## src/rtl/pwm_pkg.sv

```systemverilog
package pwm_pkg;
    typedef enum logic [0:0] {
        ST_IDLE = 1'b0,
        ST_RUN  = 1'b1
    } chan_state_t;
endpackage

```

## src/rtl/pwm_tick_sel.sv

```systemverilog
module pwm_tick_sel #(
    parameter int N_TICK = 8,
    localparam int SEL_W = $clog2(N_TICK)
) (
    input  logic [N_TICK-1:0] tick_in,
    input  logic [SEL_W-1:0]  sel,
    output logic              tick_o
);
    logic [N_TICK-1:0] hit;

    // one-hot match per source, then OR-reduce
    for (genvar k = 0; k < N_TICK; k++) begin : g_src
        assign hit[k] = tick_in[k] && (sel == SEL_W'(k));
    end

    assign tick_o = |hit;
endmodule

```

## src/rtl/pwm_ctrl_fsm.sv

```systemverilog
module pwm_ctrl_fsm
    import pwm_pkg::*;
#(
    parameter int CNT_W      = 8,
    parameter int PERIOD_LEN = 250,
    parameter int SEL_W      = 3
) (
    input  logic             clk,
    input  logic             rst_n,
    input  logic             ctrl_we,
    input  logic             ctrl_en,
    input  logic             ctrl_pol,
    input  logic [SEL_W-1:0] ctrl_cks,
    input  logic             tick,
    output logic             run_o,
    output logic [CNT_W-1:0] cnt_o,
    output logic             pol_o,
    output logic [SEL_W-1:0] cks_o,
    output logic             wrap_o
);
    localparam logic [CNT_W-1:0] TOP_V = CNT_W'(PERIOD_LEN - 1);

    chan_state_t      state_q, state_d;
    logic [CNT_W-1:0] cnt_q;
    logic             pol_q;
    logic [SEL_W-1:0] cks_q;
    logic             stop_req;

    // next-state logic
    always_comb begin
        state_d = state_q;
        unique case (state_q)
            ST_IDLE: if (ctrl_we && ctrl_en)  state_d = ST_RUN;   // START
            ST_RUN:  if (ctrl_we && !ctrl_en) state_d = ST_IDLE;  // STOP
            default: state_d = ST_IDLE;
        endcase
    end

    // state register
    always_ff @(posedge clk) begin
        if (!rst_n) state_q <= ST_IDLE;
        else        state_q <= state_d;
    end

    assign stop_req = (state_q == ST_RUN) && (state_d == ST_IDLE);
    assign wrap_o   = (state_q == ST_RUN) && !stop_req && tick && (cnt_q == TOP_V);

    always_ff @(posedge clk) begin
        if (!rst_n) begin
            cnt_q <= '0;
        end else if (state_q == ST_IDLE || stop_req) begin
            cnt_q <= '0;
        end else if (tick) begin
            cnt_q <= wrap_o ? '0 : cnt_q + 1'b1;
        end
    end

    always_ff @(posedge clk) begin
        if (!rst_n) begin
            pol_q <= 1'b0;
            cks_q <= '0;
        end else if (ctrl_we) begin
            pol_q <= ctrl_pol;
            cks_q <= ctrl_cks;
        end
    end

    // outputs
    always_comb begin
        run_o = (state_q == ST_RUN);
        cnt_o = cnt_q;
        pol_o = pol_q;
        cks_o = cks_q;
    end
endmodule

```

## src/rtl/pwm_duty_buf.sv

```systemverilog
module pwm_duty_buf #(
    parameter int CNT_W = 8
) (
    input  logic             clk,
    input  logic             rst_n,
    input  logic             run,
    input  logic             wrap,
    input  logic             duty_we,
    input  logic [CNT_W-1:0] duty_wdata,
    output logic [CNT_W-1:0] act_o
);
    logic [CNT_W-1:0] buf_q, act_q, buf_next;

    assign buf_next = duty_we ? duty_wdata : buf_q;

    always_ff @(posedge clk) begin
        if (!rst_n) begin
            buf_q <= '0;
            act_q <= '0;
        end else begin
            buf_q <= buf_next;
            if (!run || wrap) act_q <= buf_next;
        end
    end

    assign act_o = act_q;
endmodule

```

## src/rtl/pwm_shaper.sv

```systemverilog
module pwm_shaper #(
    parameter int CNT_W      = 8,
    parameter int PERIOD_LEN = 250
) (
    input  logic             run,
    input  logic [CNT_W-1:0] cnt,
    input  logic [CNT_W-1:0] act,
    input  logic             pol,
    output logic             pwm_o,
    output logic             pwm_oe
);
    localparam logic [CNT_W-1:0] PER_V = CNT_W'(PERIOD_LEN);

    logic sat, level;

    always_comb begin
        sat    = (act >= PER_V);
        level  = sat || ((cnt != '0) && (cnt <= act));
        pwm_oe = run;
        pwm_o  = run && (level ^ pol);
    end
endmodule

```

## src/rtl/pwm_chan_top.sv

```systemverilog
module pwm_chan_top #(
    parameter int CNT_W      = 8,
    parameter int PERIOD_LEN = 250,
    parameter int N_TICK     = 8,
    localparam int SEL_W     = $clog2(N_TICK)
) (
    input  logic              clk,
    input  logic              rst_n,
    input  logic              duty_we,
    input  logic [CNT_W-1:0]  duty_wdata,
    input  logic              ctrl_we,
    input  logic              ctrl_en,
    input  logic              ctrl_pol,
    input  logic [SEL_W-1:0]  ctrl_cks,
    input  logic [N_TICK-1:0] tick_in,
    output logic              pwm_o,
    output logic              pwm_oe
);
    logic             run, wrap, pol_q, sel_tick;
    logic [CNT_W-1:0] cnt, act_duty;
    logic [SEL_W-1:0] cks_q;

    pwm_tick_sel #(.N_TICK(N_TICK)) u_sel (
        .tick_in (tick_in),
        .sel     (cks_q),
        .tick_o  (sel_tick)
    );

    pwm_ctrl_fsm #(.CNT_W(CNT_W), .PERIOD_LEN(PERIOD_LEN), .SEL_W(SEL_W)) u_fsm (
        .clk      (clk),
        .rst_n    (rst_n),
        .ctrl_we  (ctrl_we),
        .ctrl_en  (ctrl_en),
        .ctrl_pol (ctrl_pol),
        .ctrl_cks (ctrl_cks),
        .tick     (sel_tick),
        .run_o    (run),
        .cnt_o    (cnt),
        .pol_o    (pol_q),
        .cks_o    (cks_q),
        .wrap_o   (wrap)
    );

    pwm_duty_buf #(.CNT_W(CNT_W)) u_duty (
        .clk        (clk),
        .rst_n      (rst_n),
        .run        (run),
        .wrap       (wrap),
        .duty_we    (duty_we),
        .duty_wdata (duty_wdata),
        .act_o      (act_duty)
    );

    pwm_shaper #(.CNT_W(CNT_W), .PERIOD_LEN(PERIOD_LEN)) u_shape (
        .run    (run),
        .cnt    (cnt),
        .act    (act_duty),
        .pol    (pol_q),
        .pwm_o  (pwm_o),
        .pwm_oe (pwm_oe)
    );
endmodule

```

## config.mk

```make
export PLATFORM = sky130hd
export DESIGN_NAME = pwm_chan_top
export DESIGN_NICKNAME = d
export VERILOG_FILES = /design/src/rtl/pwm_pkg.sv /design/src/rtl/pwm_tick_sel.sv /design/src/rtl/pwm_ctrl_fsm.sv /design/src/rtl/pwm_duty_buf.sv /design/src/rtl/pwm_shaper.sv /design/src/rtl/pwm_chan_top.sv
export SDC_FILE = /design/constraint.sdc
export NUM_CORES = 1
export LEC_CHECK = 0
export ABC_AREA = 1
export BUFFER_PORTS_ARGS = -buffer_cell sky130_fd_sc_hd__buf_2
export CAP_MARGIN = 20
export CORE_MARGIN = 2
export CORE_UTILIZATION = 40
export DETAILED_ROUTE_END_ITERATION = 8
export SYNTH_ARGS = -nofsm -noshare
export SYNTH_HDL_FRONTEND = slang
export SYNTH_SLANG_ARGS = --single-unit
```

## constraint.sdc

```tcl
create_clock -name clk -period 2.1 [get_ports clk]
set_clock_uncertainty 0.15 [all_clocks]
set_input_delay 0.42 -clock clk [delete_from_list [all_inputs] [get_ports clk]]
set_output_delay 0.42 -clock clk [all_outputs]
set_load 0.02 [all_outputs]
```

# Yosys cells after proc, flatten, opt, wreduce, memory -nomap -nowiden
# Cells that the tools add are included.
dict set report totals {
  word_cells 52
  inputBits 25
  regBits 29
}
dict set report classes {
  eq_ne 8
  n_lt_le_gt_ge 2
  mux 5
  n_bitwise 4
  n_addsub 1
  n_reduce_logical 26
}
# op n
set op_table {}
lappend op_table {{1-bit logical AND} 16}
lappend op_table {{8-bit 2-to-1 mux} 2}
lappend op_table {{3-bit equality test, second input constant} 4}
lappend op_table {{8-bit by 1-bit adder with 8-bit output, second input constant} 1}
lappend op_table {{8-bit equality test, second input constant} 1}
lappend op_table {{8-bit >= comparator, second input constant} 1}
lappend op_table {{8-bit <= comparator} 1}
lappend op_table {{8-bit nonzero test} 1}
lappend op_table {{8-bit OR reduction} 1}
lappend op_table {{3-bit by 2-bit equality test with 1-bit output, second input constant} 2}
lappend op_table {{3-bit by 1-bit equality test with 1-bit output, second input constant} 1}
lappend op_table {{1-bit logical NOT} 3}
lappend op_table {{3-bit logical NOT} 1}
lappend op_table {{1-bit logical OR} 3}
lappend op_table {{1-bit NOT} 3}
lappend op_table {{1-bit 2-to-1 mux} 2}
lappend op_table {{1-bit one-hot mux with 2 select lines} 1}
lappend op_table {{2-bit OR reduction} 1}
lappend op_table {{1-bit XOR} 1}

# Depth between registers and ports, before layout
# Gate-level depths: netlist of run 1.
dict set report logic_depth {
  word_depth 11
  ltp_mapped 14
}

# Cells and area by module
# A second synthesis of run 1 with hierarchy kept.
dict set report unflattened {
  hier_cells 254
  area_unflattened_um2 1662.8
}
# module instances cells_each seq_area_each_um2 area_each_um2
set by_module_without_submodules {}
lappend by_module_without_submodules {pwm_duty_buf 1 96 320.3 669.4}
lappend by_module_without_submodules {pwm_ctrl_fsm 1 89 260.2 614.3}
lappend by_module_without_submodules {pwm_shaper 1 48 0.0 285.3}
lappend by_module_without_submodules {pwm_tick_sel 1 21 0.0 93.8}

# Least setup slack after synthesis of run 1
# No wires, ideal clock.
dict set report synth_path {
  path_kind {register to output}
  start {reg u_duty.act_q[7], in the netlist u_duty.act_o[7]}
  end {out pwm_o}
  arrival_ns 1.461
  stages_incl_launch_ff 11
  slack_ns 0.069
  n_path_buf 0
  cell_sequence {dfxtp_1 inv_1 ha_1 a21o_1 nor2_1 nand2_1 nand2_1 nand2_1 nand3_1 nand2_1 nor2_1}
}
dict set report synth_between {
  elab_chain_len 5
}
# item line
set synth_lines {}
lappend synth_lines {{start, declared} pwm_duty_buf.sv:12} ;# logic [CNT_W-1:0] buf_q, act_q, buf_next;
lappend synth_lines {{start signal, assigned} pwm_duty_buf.sv:22} ;# if (!run || wrap) act_q <= buf_next;
lappend synth_lines {{8-bit <= comparator} pwm_shaper.sv:18} ;# level = sat || ((cnt != '0) && (cnt <= act));
lappend synth_lines {{1-bit logical AND} pwm_shaper.sv:18}
lappend synth_lines {{1-bit logical OR (*)} pwm_shaper.sv:18}
lappend synth_lines {{1-bit XOR (*)} pwm_shaper.sv:20} ;# pwm_o = run && (level ^ pol);
lappend synth_lines {{1-bit logical AND (*)} pwm_shaper.sv:20}
lappend synth_lines {{end, declared} pwm_chan_top.sv:16} ;# output logic pwm_o,
# Mark *: on every way between the ends. The rest lies on a longest branch, timed or not.

# Final worst setup path of run 1
dict set report layout_path {
  start {reg u_duty.act_q[5], in the netlist u_duty.act_o[5]}
  end {out pwm_o}
}
# The elaborated chain is that of the path after synthesis.

==> results of run 1 <==
## area by class of cell
| class | count | area (um2) | share of cell area [%] |
|---|---|---|---|
| Clock buffer | 6 | 82.58 | 3.860 |
| Tap cell | 50 | 62.56 | 2.924 |
| Multi-Input combinational cell | 158 | 1005 | 46.96 |
| Clock inverter | 2 | 37.54 | 1.754 |
| Sequential cell | 29 | 594.3 | 27.78 |
| Timing Repair Buffer | 39 | 234.0 | 10.94 |
| Inverter | 33 | 123.9 | 5.789 |
## metal layers
metal	vias to the layer above	part of all wire [%]
li1	796	-
met1	634	48
met2	36	46
met3	6	4.7
met4	0	0.95
met5	-	0
## logic make-up (layout without fill, tap and decap cells)
logic type      Yosys count  after routing  share of synthesized area [%]
simple gates            114            114                          32.80
buf+inv                  37             80                          9.946
flops                    29             29                          35.23
compound gates           24             24                          8.276
fa+ha+maj                11             11                          8.352
mux                       8              8                          4.860
xor+xnor                  1              1                         0.5316
## cell usage in the layout (no fill, tap or decap), types with 6 or more instances in the layout
cell and instances:
sky130_fd_sc_hd__nand2_2 6, sky130_fd_sc_hd__buf_4 13, sky130_fd_sc_hd__dfxtp_1 18, sky130_fd_sc_hd__clkbuf_8 6
sky130_fd_sc_hd__a21oi_1 10, sky130_fd_sc_hd__nor3_1 7, sky130_fd_sc_hd__nor2_1 26, sky130_fd_sc_hd__nand2_1 46
sky130_fd_sc_hd__ha_4 6, sky130_fd_sc_hd__o21ai_0 6, sky130_fd_sc_hd__nor2_2 14, sky130_fd_sc_hd__inv_2 9
sky130_fd_sc_hd__dfxtp_2 11, sky130_fd_sc_hd__mux2i_1 8, sky130_fd_sc_hd__inv_1 23, sky130_fd_sc_hd__buf_2 25
## sequential cells by signal, indices dropped and copies added, names as in the netlist
name,count
u_fsm.cnt_o,8
u_duty.act_o,8
u_fsm.cks_o,3
u_fsm.pol_o,1
u_fsm.run_o,1
u_duty.buf_q,8
## critical path, delay by kind of cell (launching register included)
kind	cells	cell delay (ns)
and+or+nand+nor	8	0.59
DFF	1	0.33
adders and majority gates	1	0.23
buffers and inverters	2	0.18
AOI/OAI and AO/OA	1	0.13
## power groups by stage
stage	clock (mW)	sequential, mW	combinational (mW)
after floorplan	0	0.606	0.131
after global routing	0.643	0.602	0.240
after detailed placement	0	0.609	0.181
after global placement	0	0.607	0.180
final	0.607	0.599	0.211
after CTS	0.622	0.599	0.208
## metrics by stage
| step | hold slack, ns | cell area [um2] | utilization (%) |
|---|---|---|---|
| 6_report | 0.2090 | 2140 | 53.88 |
| 5_1_grt | 0.2094 | 2140 | 53.88 |
| 4_1_cts | 0.2042 | 2121 | 53.40 |
| 3_5_place_dp | 0.3333 | 1868 | 47.04 |
| 3_3_place_gp | 0.3235 | 1868 | 47.04 |
| 2_1_floorplan | 0.3047 | 1648 | - |
## worst max path at each step
stage | start | endpoint | slack (ns)
after floorplan | u_duty.act_o[7]$_SDFFE_PN0P_ | pwm_o | 0.07
after global placement | u_duty.act_o[5]$_SDFFE_PN0P_ | pwm_o | 0.04
after detailed placement | u_duty.act_o[5]$_SDFFE_PN0P_ | pwm_o | -0.006
after CTS | u_duty.act_o[5]$_SDFFE_PN0P_ | pwm_o | -0.18
after global routing | u_duty.act_o[5]$_SDFFE_PN0P_ | pwm_o | -0.37
final | u_duty.act_o[5]$_SDFFE_PN0P_ | pwm_o | -0.20
## what timing repair did
item	4_1_cts	5_1_grt
gates resized for setup	30	5
setup buffers	4	0
pin swaps	12	2
hold endpoints to repair	0	0
setup endpoints to repair	1	1
==> metrics.txt, run 1 <==
# TYPE chip_impl_metric gauge
chip_impl_metric{name="io_pins",unit=""} 27
chip_impl_metric{name="fin_tns_setup",unit="ns"} -0.2009
chip_impl_metric{name="powerDensity",unit="mW/mm2"} 662.0
chip_impl_metric{name="synth_enable_flop_cells",unit=""} 0
chip_impl_metric{name="initial_antenna_violation_count",unit=""} 0
chip_impl_metric{name="num_rows",unit=""} 23
chip_impl_metric{name="clock_tree.buffer_depth",unit=""} 2
chip_impl_metric{name="hold_depth",unit=""} 3
chip_impl_metric{name="drc_errors",unit=""} 0
chip_impl_metric{name="final_critical_path_setup_slack",unit="ns"} -0.2009
chip_impl_metric{name="final-setup-viol-count",unit=""} 1
chip_impl_metric{name="p_seq_share",unit="%"} 42.3
chip_impl_metric{name="critical_path_peak_fanout",unit=""} 2
chip_impl_metric{name="critPathMaxStageDelay",unit="ns"} 0.33
chip_impl_metric{name="grt_use_met2",unit="%"} 28.16
chip_impl_metric{name="detail_route.wirelength",unit="um"} 3490
chip_impl_metric{name="drv_slew",unit=""} 0
chip_impl_info{name="min_to",value="u_fsm.cks_o[2]$_SDFFE_PN0P_"} 1
chip_impl_metric{name="cts.sink_count",unit=""} 29
chip_impl_metric{name="diodes",unit=""} 0
chip_impl_metric{name="drive_above_1_share",unit="%"} 37.83
chip_impl_metric{name="clock.fmax",unit="MHz"} 434.6
chip_impl_info{name="critical_path.startpoint_type",value="flop"} 1
chip_impl_metric{name="drt-pass1-iter-count",unit=""} 5
chip_impl_metric{name="dr.first_iter.drc_count",unit=""} 63
chip_impl_info{name="netlist_top_cells_count",value="sky130_fd_sc_hd__nand2_1, sky130_fd_sc_hd__inv_1, sky130_fd_sc_hd__dfxtp_1, sky130_fd_sc_hd__nor2_1"} 1
chip_impl_metric{name="dp.cells",unit=""} 305
chip_impl_info{name="failing_checks",value="negative setup slack"} 1
chip_impl_metric{name="yosysSeqAreaShare",unit="%"} 35.23
chip_impl_metric{name="worst-endpoint-required",unit="ns"} 1.53
chip_impl_metric{name="ff2ff_path_depth",unit=""} 11
chip_impl_metric{name="post_layout_nets",unit=""} 302
chip_impl_info{name="run_status",value="finished, violations left"} 1
chip_impl_metric{name="die-height",unit="um"} 68.19
chip_impl_metric{name="wl_per_cell",unit="um"} 11.01
chip_impl_metric{name="yosys.cell_types.count",unit=""} 30
chip_impl_metric{name="power_frac_comb",unit="%"} 14.9
chip_impl_info{name="worstPathCellList",value="inv_2 -> ha_4 -> a21oi_4 -> nor2_2 -> nor2_1 -> nand2_1 -> nand2_1 -> nand2_1 -> nand3_1 -> nand2_1 -> nor2_2 -> buf_6"} 1
chip_impl_info{name="criticalPathCategory",value="reg2out"} 1
chip_impl_metric{name="grt_util_all_layers",unit="%"} 17.57
chip_impl_metric{name="final.min_clock_period",unit="ns"} 2.301
chip_impl_metric{name="die-width",unit="um"} 68.19
chip_impl_metric{name="p_leak",unit="nW"} 0.9820
chip_impl_metric{name="global_route_total_overflow",unit=""} 0
chip_impl_metric{name="max_slew_margin",unit="%"} 73.91
chip_impl_info{name="grt_most_used_layer",value="met2"} 1
chip_impl_metric{name="syn-cell-area",unit="mm2"} 0.001648
chip_impl_info{name="worstHoldPathType",value="in2reg"} 1
chip_impl_metric{name="hold_viol",unit=""} 0
chip_impl_metric{name="post_cts_hold_buffer_count",unit=""} 0
chip_impl_metric{name="worst_ep_arrival_time",unit="ns"} 1.73
chip_impl_info{name="crit_path_frequent_cell",value="sky130_fd_sc_hd__nand2_1"} 1
chip_impl_metric{name="synth.yosys.warnings",unit=""} 0
chip_impl_metric{name="stdcell_count",unit=""} 317
chip_impl_metric{name="clockPowerShare",unit="%"} 42.8
chip_impl_metric{name="synth-async-reset-ratio",unit="%"} 0
chip_impl_metric{name="grt_start_max_net_pins",unit=""} 17
chip_impl_info{name="endpoint_type_of_the_worst_setup_path",value="output port"} 1
chip_impl_metric{name="n_fill_cell",unit=""} 383
chip_impl_metric{name="syn-mean-instance-area",unit="um2"} 7.356
chip_impl_metric{name="grt_pass1_vias",unit=""} 1362
chip_impl_info{name="tritoncts",value="built"} 1
chip_impl_metric{name="wire_length_of_the_first_global_routing_pass",unit="um"} 6009
chip_impl_metric{name="power_switching_share",unit="%"} 25.34
chip_impl_metric{name="global_route.usage.met1",unit="%"} 22.91
chip_impl_info{name="grt_setup_unrepaired",value="true"} 1
chip_impl_metric{name="synth_top_cell_area_share",unit="%"} 35.23
chip_impl_metric{name="max-cap-violations",unit=""} 0
chip_impl_metric{name="postSynthRegisterBits",unit=""} 29
chip_impl_info{name="most_repeated_cell_in_the_gate_level_netlist_after_synthesis",value="sky130_fd_sc_hd__nand2_1"} 1
chip_impl_metric{name="synth_nets",unit=""} 260
chip_impl_info{name="synthFlopType",value="sky130_fd_sc_hd__dfxtp_1"} 1
chip_impl_info{name="rr_startpoint",value="u_fsm.cnt_o[1]$_SDFFE_PP0N_"} 1
chip_impl_metric{name="grtUsageMet3",unit="%"} 5.428
chip_impl_metric{name="start_util",unit="%"} 41.49
chip_impl_metric{name="core-area",unit="mm2"} 0.003971
chip_impl_metric{name="worst-r2r-setup-slack",unit="ns"} 0.29
chip_impl_metric{name="h-tree-depth",unit=""} 2
chip_impl_metric{name="die_outline_area",unit="mm2"} 0.004649
chip_impl_metric{name="synthCells",unit=""} 224
chip_impl_metric{name="layout-area-overhead-vs-synth",unit="%"} 29.84
chip_impl_metric{name="place_congestion",unit=""} 0.8387
chip_impl_info{name="clk_root_buf",value="sky130_fd_sc_hd__clkbuf_8"} 1
chip_impl_info{name="synthTopCellsByArea",value="sky130_fd_sc_hd__dfxtp_1, sky130_fd_sc_hd__nand2_1, sky130_fd_sc_hd__ha_1, sky130_fd_sc_hd__inv_1, sky130_fd_sc_hd__nor2_1"} 1
chip_impl_metric{name="cts.clk_slew.worst_paths",unit="ns"} 0.06
chip_impl_metric{name="place_hpwl",unit="um"} 2536
chip_impl_metric{name="portBuffers",unit=""} 26
chip_impl_info{name="worst_r2r_endpoint",value="u_duty.act_o[4]$_SDFFE_PN0P_"} 1
chip_impl_metric{name="finalCritPeriodShare",unit="%"} 109.6
chip_impl_metric{name="routed_via_density",unit=""} 4.644
chip_impl_metric{name="cts_inserted_buffers",unit=""} 5
chip_impl_info{name="hp-start",value="ctrl_cks[2]"} 1
chip_impl_metric{name="netSwitchingPower",unit="mW"} 0.3590
chip_impl_metric{name="pre_cts_ws",unit="ns"} -0.006014
chip_impl_info{name="synth_area_leader_cell",value="sky130_fd_sc_hd__dfxtp_1"} 1
chip_impl_metric{name="remaining_antenna_violation_count",unit=""} 0
chip_impl_info{name="slowest_stage",value="sky130_fd_sc_hd__dfxtp_2"} 1
chip_impl_metric{name="clkLatencyLatePin",unit="ns"} 0.29
chip_impl_metric{name="cell_internal_pwr",unit="mW"} 1.057
chip_impl_metric{name="design_power_total",unit="mW"} 1.416
chip_impl_metric{name="vdd_drop_max",unit="uV"} 592.5
chip_impl_metric{name="worstMarginPinSlew",unit="ns"} 0.3877
chip_impl_metric{name="num_vias",unit=""} 1472
No activity file was read; power rests on OpenSTA's default activity.
==> inputs of run 2 (changes only) <==
CTS_BUF_LIST = sky130_fd_sc_hd__clkbuf_8   (was not set)
GPL_TIMING_DRIVEN = 0   (was not set)
==> metrics.txt, run 2 (same netlist as run 1, synthesis figures left out) <==
# TYPE chip_impl_metric gauge
chip_impl_info{name="layout_commonest_cell",value="sky130_fd_sc_hd__nand2_1"} 1
chip_impl_info{name="worstPathCellList",value="inv_2 -> ha_4 -> nand2_1 -> nand2_1 -> nand2_2 -> nand2_1 -> nand2_1 -> nand2_1 -> nand2_1 -> nand2_2 -> a21oi_2 -> nor2_1 -> buf_4"} 1
chip_impl_metric{name="wire_length_of_the_first_global_routing_pass",unit="um"} 5796
chip_impl_metric{name="worst-r2r-setup-slack",unit="ns"} 0.27
chip_impl_metric{name="grt_util_all_layers",unit="%"} 16.87
chip_impl_metric{name="place_congestion",unit=""} 0.8167
chip_impl_metric{name="post_cts_hold_buffer_count",unit=""} 0
chip_impl_metric{name="layout-area-overhead-vs-synth",unit="%"} 32.35
chip_impl_metric{name="final-setup-viol-count",unit=""} 1
chip_impl_info{name="endpoint_type_of_the_worst_setup_path",value="output port"} 1
chip_impl_metric{name="routed_via_density",unit=""} 4.691
chip_impl_metric{name="worst_ep_arrival_time",unit="ns"} 1.71
chip_impl_metric{name="diodes",unit=""} 0
chip_impl_info{name="grt_setup_unrepaired",value="true"} 1
chip_impl_metric{name="fin_tns_setup",unit="ns"} -0.1801
chip_impl_info{name="run_status",value="finished, violations left"} 1
chip_impl_metric{name="max_slew_margin",unit="%"} 73.15
chip_impl_metric{name="drc_errors",unit=""} 0
chip_impl_metric{name="grt_start_max_net_pins",unit=""} 11
chip_impl_metric{name="die-height",unit="um"} 68.19
chip_impl_metric{name="wl_per_cell",unit="um"} 10.73
chip_impl_metric{name="place_hpwl",unit="um"} 2508
chip_impl_metric{name="portBuffers",unit=""} 25
chip_impl_metric{name="die_outline_area",unit="mm2"} 0.004649
chip_impl_info{name="tritoncts",value="built"} 1
chip_impl_metric{name="io_pins",unit=""} 27
chip_impl_info{name="slowest_stage",value="sky130_fd_sc_hd__dfxtp_2"} 1
chip_impl_metric{name="detail_route.wirelength",unit="um"} 3402
chip_impl_metric{name="h-tree-depth",unit=""} 2
chip_impl_info{name="worstHoldPathType",value="in2reg"} 1
chip_impl_metric{name="hold_slack",unit="ns"} 0.2048
chip_impl_info{name="failing_checks",value="negative setup slack"} 1
chip_impl_info{name="mostFrequentLayoutCells",value="sky130_fd_sc_hd__nand2_1, sky130_fd_sc_hd__nor2_1, sky130_fd_sc_hd__buf_2, sky130_fd_sc_hd__inv_1, sky130_fd_sc_hd__dfxtp_1"} 1
chip_impl_info{name="criticalPathCategory",value="reg2out"} 1
chip_impl_metric{name="die-width",unit="um"} 68.19
chip_impl_metric{name="finalCritPeriodShare",unit="%"} 108.6
chip_impl_metric{name="clock.fmax",unit="MHz"} 438.6
chip_impl_metric{name="cts.sink_count",unit=""} 29
chip_impl_metric{name="grt_pass1_vias",unit=""} 1391
chip_impl_metric{name="num_vias",unit=""} 1487
chip_impl_metric{name="global_route_total_overflow",unit=""} 0
chip_impl_metric{name="drv_slew",unit=""} 0
chip_impl_metric{name="hold_viol",unit=""} 0
chip_impl_metric{name="final_critical_path_setup_slack",unit="ns"} -0.1801
chip_impl_metric{name="core-area",unit="mm2"} 0.003971
chip_impl_metric{name="dr.first_iter.drc_count",unit=""} 69
chip_impl_metric{name="vdd_drop_max",unit="uV"} 511.9
chip_impl_metric{name="drt-pass1-iter-count",unit=""} 4
chip_impl_metric{name="clkLatencyLatePin",unit="ns"} 0.29
chip_impl_metric{name="p_leak",unit="nW"} 0.9918
chip_impl_metric{name="worst-endpoint-required",unit="ns"} 1.53
chip_impl_metric{name="drive_above_1_share",unit="%"} 40.07
chip_impl_metric{name="n_fill_cell",unit=""} 369
chip_impl_metric{name="critPathMaxStageDelay",unit="ns"} 0.34
chip_impl_metric{name="worstMarginPinSlew",unit="ns"} 0.3990
chip_impl_info{name="crit_path_frequent_cell",value="sky130_fd_sc_hd__nand2_1"} 1
chip_impl_metric{name="start_util",unit="%"} 41.49
chip_impl_metric{name="initial_antenna_violation_count",unit=""} 0
chip_impl_metric{name="final.min_clock_period",unit="ns"} 2.280
chip_impl_metric{name="clock_tree.buffer_depth",unit=""} 2
chip_impl_metric{name="cts_inserted_buffers",unit=""} 5
chip_impl_info{name="critical_path.startpoint_type",value="flop"} 1
chip_impl_metric{name="remaining_antenna_violation_count",unit=""} 0
chip_impl_metric{name="powerDensity",unit="mW/mm2"} 653.3
chip_impl_metric{name="num_rows",unit=""} 23
chip_impl_metric{name="critical_path_peak_fanout",unit=""} 2
chip_impl_metric{name="max-cap-violations",unit=""} 0
chip_impl_metric{name="cts.clk_slew.worst_paths",unit="ns"} 0.07
chip_impl_metric{name="post_layout_nets",unit=""} 302
chip_impl_info{name="clk_root_buf",value="sky130_fd_sc_hd__clkbuf_8"} 1
==> run 2: critical path, delay by kind of cell (launching register included) <==
family                   cells  cell delay [ns]
AND/OR/NAND/NOR              9             0.59
flip-flops                   1             0.34
adder cells (fa/ha/maj)      1             0.26
buffers and inverters        2             0.19
AO/OA/AOI/OAI                1             0.05
==> run 2: final cells by class <==
| cell class | count | area, um2 | share of cell area [%] |
|---|---|---|---|
| sequential | 29 | 609.3 | 27.94 |
| timing repair buffer | 35 | 202.7 | 9.294 |
| multi-input combinational | 158 | 1020 | 46.76 |
| tap | 50 | 62.56 | 2.869 |
| clock buffer | 6 | 82.58 | 3.787 |
| clock inverter | 2 | 37.54 | 1.721 |
| buffer | 4 | 40.04 | 1.836 |
| inverter | 33 | 126.4 | 5.795 |
==> run 2: report_power, final <==
part / total, mW / switching, mW / internal (mW)
combinational: 0.219 / 0.121 / 0.0978
sequential: 0.593 / 0.0168 / 0.576
clock: 0.613 / 0.228 / 0.385
==> run 2: final timing paths <==
path | from | end | cells after the start
min reg2reg | u_duty.buf_q[2]$_SDFF_PN0_ | u_duty.buf_q[2]$_SDFF_PN0_ | 2
min | ctrl_cks[2] | u_fsm.cks_o[2]$_SDFFE_PN0P_ | 3
max reg2reg | u_fsm.cnt_o[1]$_SDFFE_PP0N_ | u_duty.act_o[6]$_SDFFE_PN0P_ | 12
max | u_duty.act_o[1]$_SDFFE_PN0P_ | pwm_o | 13
==> run 2: repair_timing <==
| item | CTS | global route |
|---|---|---|
| gates resized for setup | 33 | 13 |
| pin swaps | 10 | 6 |
| buffers inserted | 7 | 3 |
| hold endpoints to repair | 0 | 0 |
| setup endpoints to repair | 1 | 1 |
==> run 2: metrics by stage <==
step | power [mW] | area (um2) | setup WS (ns) | std cells | utilization, %
floorplan | 0.7368 | 1648 | 0.06889 | 224 | -
global placement | 0.7860 | 1836 | -0.04143 | 299 | 46.22
detailed placement | 0.7893 | 1836 | -0.02922 | 299 | 46.22
CTS | 1.428 | 2121 | -0.2209 | 314 | 53.40
global route | 1.492 | 2181 | -0.3001 | 317 | 54.91
finish | 1.425 | 2181 | -0.1801 | 317 | 54.91
==> run 2: layer usage <==
| metal | share of wire (%) | GRT usage (%) | vias to the layer above | routed length, um |
|---|---|---|---|---|
| met1 | 49 | 20.87 | 650 | 1675 |
| met3 | 4.5 | 4.441 | 7 | 154 |
| met5 | 0 | 0 | - | 0 |
| li1 | - | - | 797 | - |
| met2 | 44 | 26.94 | 33 | 1508 |
| met4 | 1.9 | 8.500 | 0 | 63 |
==> inputs of run 3 (changes only) <==
CORE_ASPECT_RATIO = 1.2   (was not set)
SKIP_CTS_REPAIR_TIMING = 1   (was not set)
==> metrics.txt, run 3 (same netlist as run 1, synthesis figures left out) <==
# TYPE chip_impl_metric gauge
chip_impl_info{name="run_status",value="finished, violations left"} 1
chip_impl_info{name="failing_checks",value="negative setup slack"} 1
chip_impl_metric{name="num_rows",unit=""} 25
chip_impl_metric{name="portBuffers",unit=""} 25
chip_impl_info{name="worstHoldPathType",value="in2reg"} 1
chip_impl_metric{name="place_congestion",unit=""} 0.8293
chip_impl_metric{name="routed_via_density",unit=""} 4.553
chip_impl_metric{name="clock_tree.buffer_depth",unit=""} 2
chip_impl_metric{name="die_outline_area",unit="mm2"} 0.004651
chip_impl_metric{name="drt-pass1-iter-count",unit=""} 4
chip_impl_metric{name="p_leak",unit="nW"} 0.9743
chip_impl_info{name="grt_setup_unrepaired",value="true"} 1
chip_impl_info{name="criticalPathCategory",value="reg2out"} 1
chip_impl_metric{name="worstMarginPinSlew",unit="ns"} 0.4260
chip_impl_info{name="critical_path.startpoint_type",value="flop"} 1
chip_impl_metric{name="cts.clk_slew.worst_paths",unit="ns"} 0.07
chip_impl_metric{name="hold_depth",unit=""} 3
chip_impl_metric{name="io_pins",unit=""} 27
chip_impl_info{name="clk_root_buf",value="sky130_fd_sc_hd__clkbuf_8"} 1
chip_impl_metric{name="finalInstanceArea",unit="mm2"} 0.002128
chip_impl_metric{name="cts.sink_count",unit=""} 29
chip_impl_metric{name="design_power_total",unit="mW"} 1.416
chip_impl_metric{name="drv_slew",unit=""} 0
chip_impl_metric{name="dpl_cell_area",unit="mm2"} 0.001841
chip_impl_metric{name="remaining_antenna_violation_count",unit=""} 0
chip_impl_metric{name="start_util",unit="%"} 41.81
chip_impl_metric{name="num_vias",unit=""} 1448
chip_impl_metric{name="core-area",unit="mm2"} 0.003941
chip_impl_metric{name="die-height",unit="um"} 74.31
chip_impl_metric{name="cts_inserted_buffers",unit=""} 5
chip_impl_metric{name="detail_route.wirelength",unit="um"} 3348
chip_impl_metric{name="clock.fmax",unit="MHz"} 433.3
chip_impl_metric{name="final.min_clock_period",unit="ns"} 2.308
chip_impl_metric{name="grt_pass1_vias",unit=""} 1338
chip_impl_metric{name="wire_length_of_the_first_global_routing_pass",unit="um"} 5685
chip_impl_metric{name="grt_start_max_net_pins",unit=""} 11
chip_impl_info{name="mostFrequentLayoutCells",value="sky130_fd_sc_hd__nand2_1, sky130_fd_sc_hd__nor2_1, sky130_fd_sc_hd__inv_1, sky130_fd_sc_hd__buf_2, sky130_fd_sc_hd__dfxtp_1"} 1
chip_impl_metric{name="grt_util_all_layers",unit="%"} 15.76
chip_impl_metric{name="diodes",unit=""} 0
chip_impl_metric{name="max-cap-violations",unit=""} 0
chip_impl_metric{name="final-setup-viol-count",unit=""} 1
chip_impl_metric{name="place_hpwl",unit="um"} 2479
chip_impl_info{name="layout_commonest_cell",value="sky130_fd_sc_hd__nand2_1"} 1
chip_impl_metric{name="ff2ff_path_depth",unit=""} 12
chip_impl_metric{name="worst-r2r-setup-slack",unit="ns"} 0.27
chip_impl_metric{name="worst-endpoint-required",unit="ns"} 1.53
chip_impl_metric{name="max_slew_margin",unit="%"} 71.60
chip_impl_metric{name="critical_path_peak_fanout",unit=""} 2
chip_impl_metric{name="final_critical_path_setup_slack",unit="ns"} -0.2078
chip_impl_metric{name="layout-area-overhead-vs-synth",unit="%"} 29.16
chip_impl_metric{name="dr.first_iter.drc_count",unit=""} 34
chip_impl_metric{name="wl_per_cell",unit="um"} 10.53
chip_impl_metric{name="h-tree-depth",unit=""} 2
chip_impl_metric{name="worst_ep_arrival_time",unit="ns"} 1.74
chip_impl_metric{name="drive_above_1_share",unit="%"} 36.36
chip_impl_metric{name="die-width",unit="um"} 62.59
chip_impl_metric{name="clkLatencyLatePin",unit="ns"} 0.28
chip_impl_metric{name="powerDensity",unit="mW/mm2"} 665.1
chip_impl_metric{name="finalCritPeriodShare",unit="%"} 109.9
chip_impl_metric{name="fin_util",unit="%"} 54.00
chip_impl_metric{name="vdd_drop_max",unit="uV"} 486.7
chip_impl_metric{name="drc_errors",unit=""} 0
chip_impl_info{name="worst_r2r_endpoint",value="u_duty.act_o[5]$_SDFFE_PN0P_"} 1
chip_impl_metric{name="hold_viol",unit=""} 0
chip_impl_info{name="tritoncts",value="built"} 1
chip_impl_info{name="min_to",value="u_fsm.cks_o[2]$_SDFFE_PN0P_"} 1
chip_impl_metric{name="initial_antenna_violation_count",unit=""} 0
chip_impl_metric{name="global_route_total_overflow",unit=""} 0
chip_impl_info{name="endpoint_type_of_the_worst_setup_path",value="output port"} 1
chip_impl_metric{name="post_layout_nets",unit=""} 299
chip_impl_info{name="rr_startpoint",value="u_fsm.cnt_o[0]$_SDFFE_PP0N_"} 1
chip_impl_info{name="hp-start",value="ctrl_cks[2]"} 1
==> run 3: worst max-delay path by stage <==
| stage | startpoint | to | depth (start not counted) |
|---|---|---|---|
| 2_1_floorplan | u_duty.act_o[7]$_SDFFE_PN0P_ | pwm_o | 10 |
| 3_3_place_gp | u_fsm.cnt_o[3]$_SDFFE_PP0N_ | pwm_o | 13 |
| 3_5_place_dp | u_fsm.cnt_o[3]$_SDFFE_PP0N_ | pwm_o | 13 |
| 4_1_cts | u_duty.act_o[7]$_SDFFE_PN0P_ | pwm_o | 11 |
| 5_1_grt | u_duty.act_o[1]$_SDFFE_PN0P_ | pwm_o | 14 |
| 6_report | u_duty.act_o[5]$_SDFFE_PN0P_ | pwm_o | 11 |
==> run 3: power breakdown <==
group	total, mW	leakage (nW)	switching (mW)	internal [mW]
combinational	0.208	0.672	0.117	0.0917
clock	0.614	0.0574	0.229	0.385
sequential	0.593	0.245	0.0169	0.576
total	1.42	0.974	0.362	1.05
==> run 3: layout make-up <==
type                       count  area, um2
multi-input combinational    158      987.2
timing repair buffer          32      180.2
fill                         399       1813
sequential                    29      606.8
clock inverter                 2      37.54
tap                           54      67.56
clock buffer                   6      82.58
inverter                      33      126.4
buffer                         4      40.04
==> run 3: through the flow <==
stage | hold WS, ns | std cells | worst slack [ns] | TNS [ns]
after floorplan | 0.3047 | 224 | 0.06889 | 0
after global placement | 0.3224 | 303 | -0.01996 | -0.01996
after detailed placement | 0.3317 | 303 | -0.005257 | -0.005257
after CTS | 0.2205 | 311 | -0.3245 | -0.3245
after global routing | 0.2636 | 318 | -0.3114 | -0.3114
final | 0.2188 | 318 | -0.2078 | -0.2078
==> run 3: worst max-delay path, cell delays in order (launching register included) <==
cell and delay, ns:
sky130_fd_sc_hd__dfxtp_2 0.35, sky130_fd_sc_hd__inv_2 0.05, sky130_fd_sc_hd__ha_4 0.26, sky130_fd_sc_hd__nand2_1 0.06
sky130_fd_sc_hd__nor2_2 0.13, sky130_fd_sc_hd__nand4_1 0.10, sky130_fd_sc_hd__nand2_1 0.08, sky130_fd_sc_hd__nand2_2 0.07
sky130_fd_sc_hd__nand3_2 0.05, sky130_fd_sc_hd__nand2_1 0.05, sky130_fd_sc_hd__nor2_1 0.10, sky130_fd_sc_hd__buf_4 0.15
==> run 3: metal layers <==
| layer | GRT usage (%) | vias to the layer above | routed length, um |
|---|---|---|---|
| met5 | 0 | - | 0 |
| met1 | 17.54 | 643 | 1495 |
| met3 | 4.539 | 5 | 96 |
| met2 | 27.84 | 11 | 1693 |
| met4 | 8.148 | 0 | 62 |
| li1 | - | 789 | - |
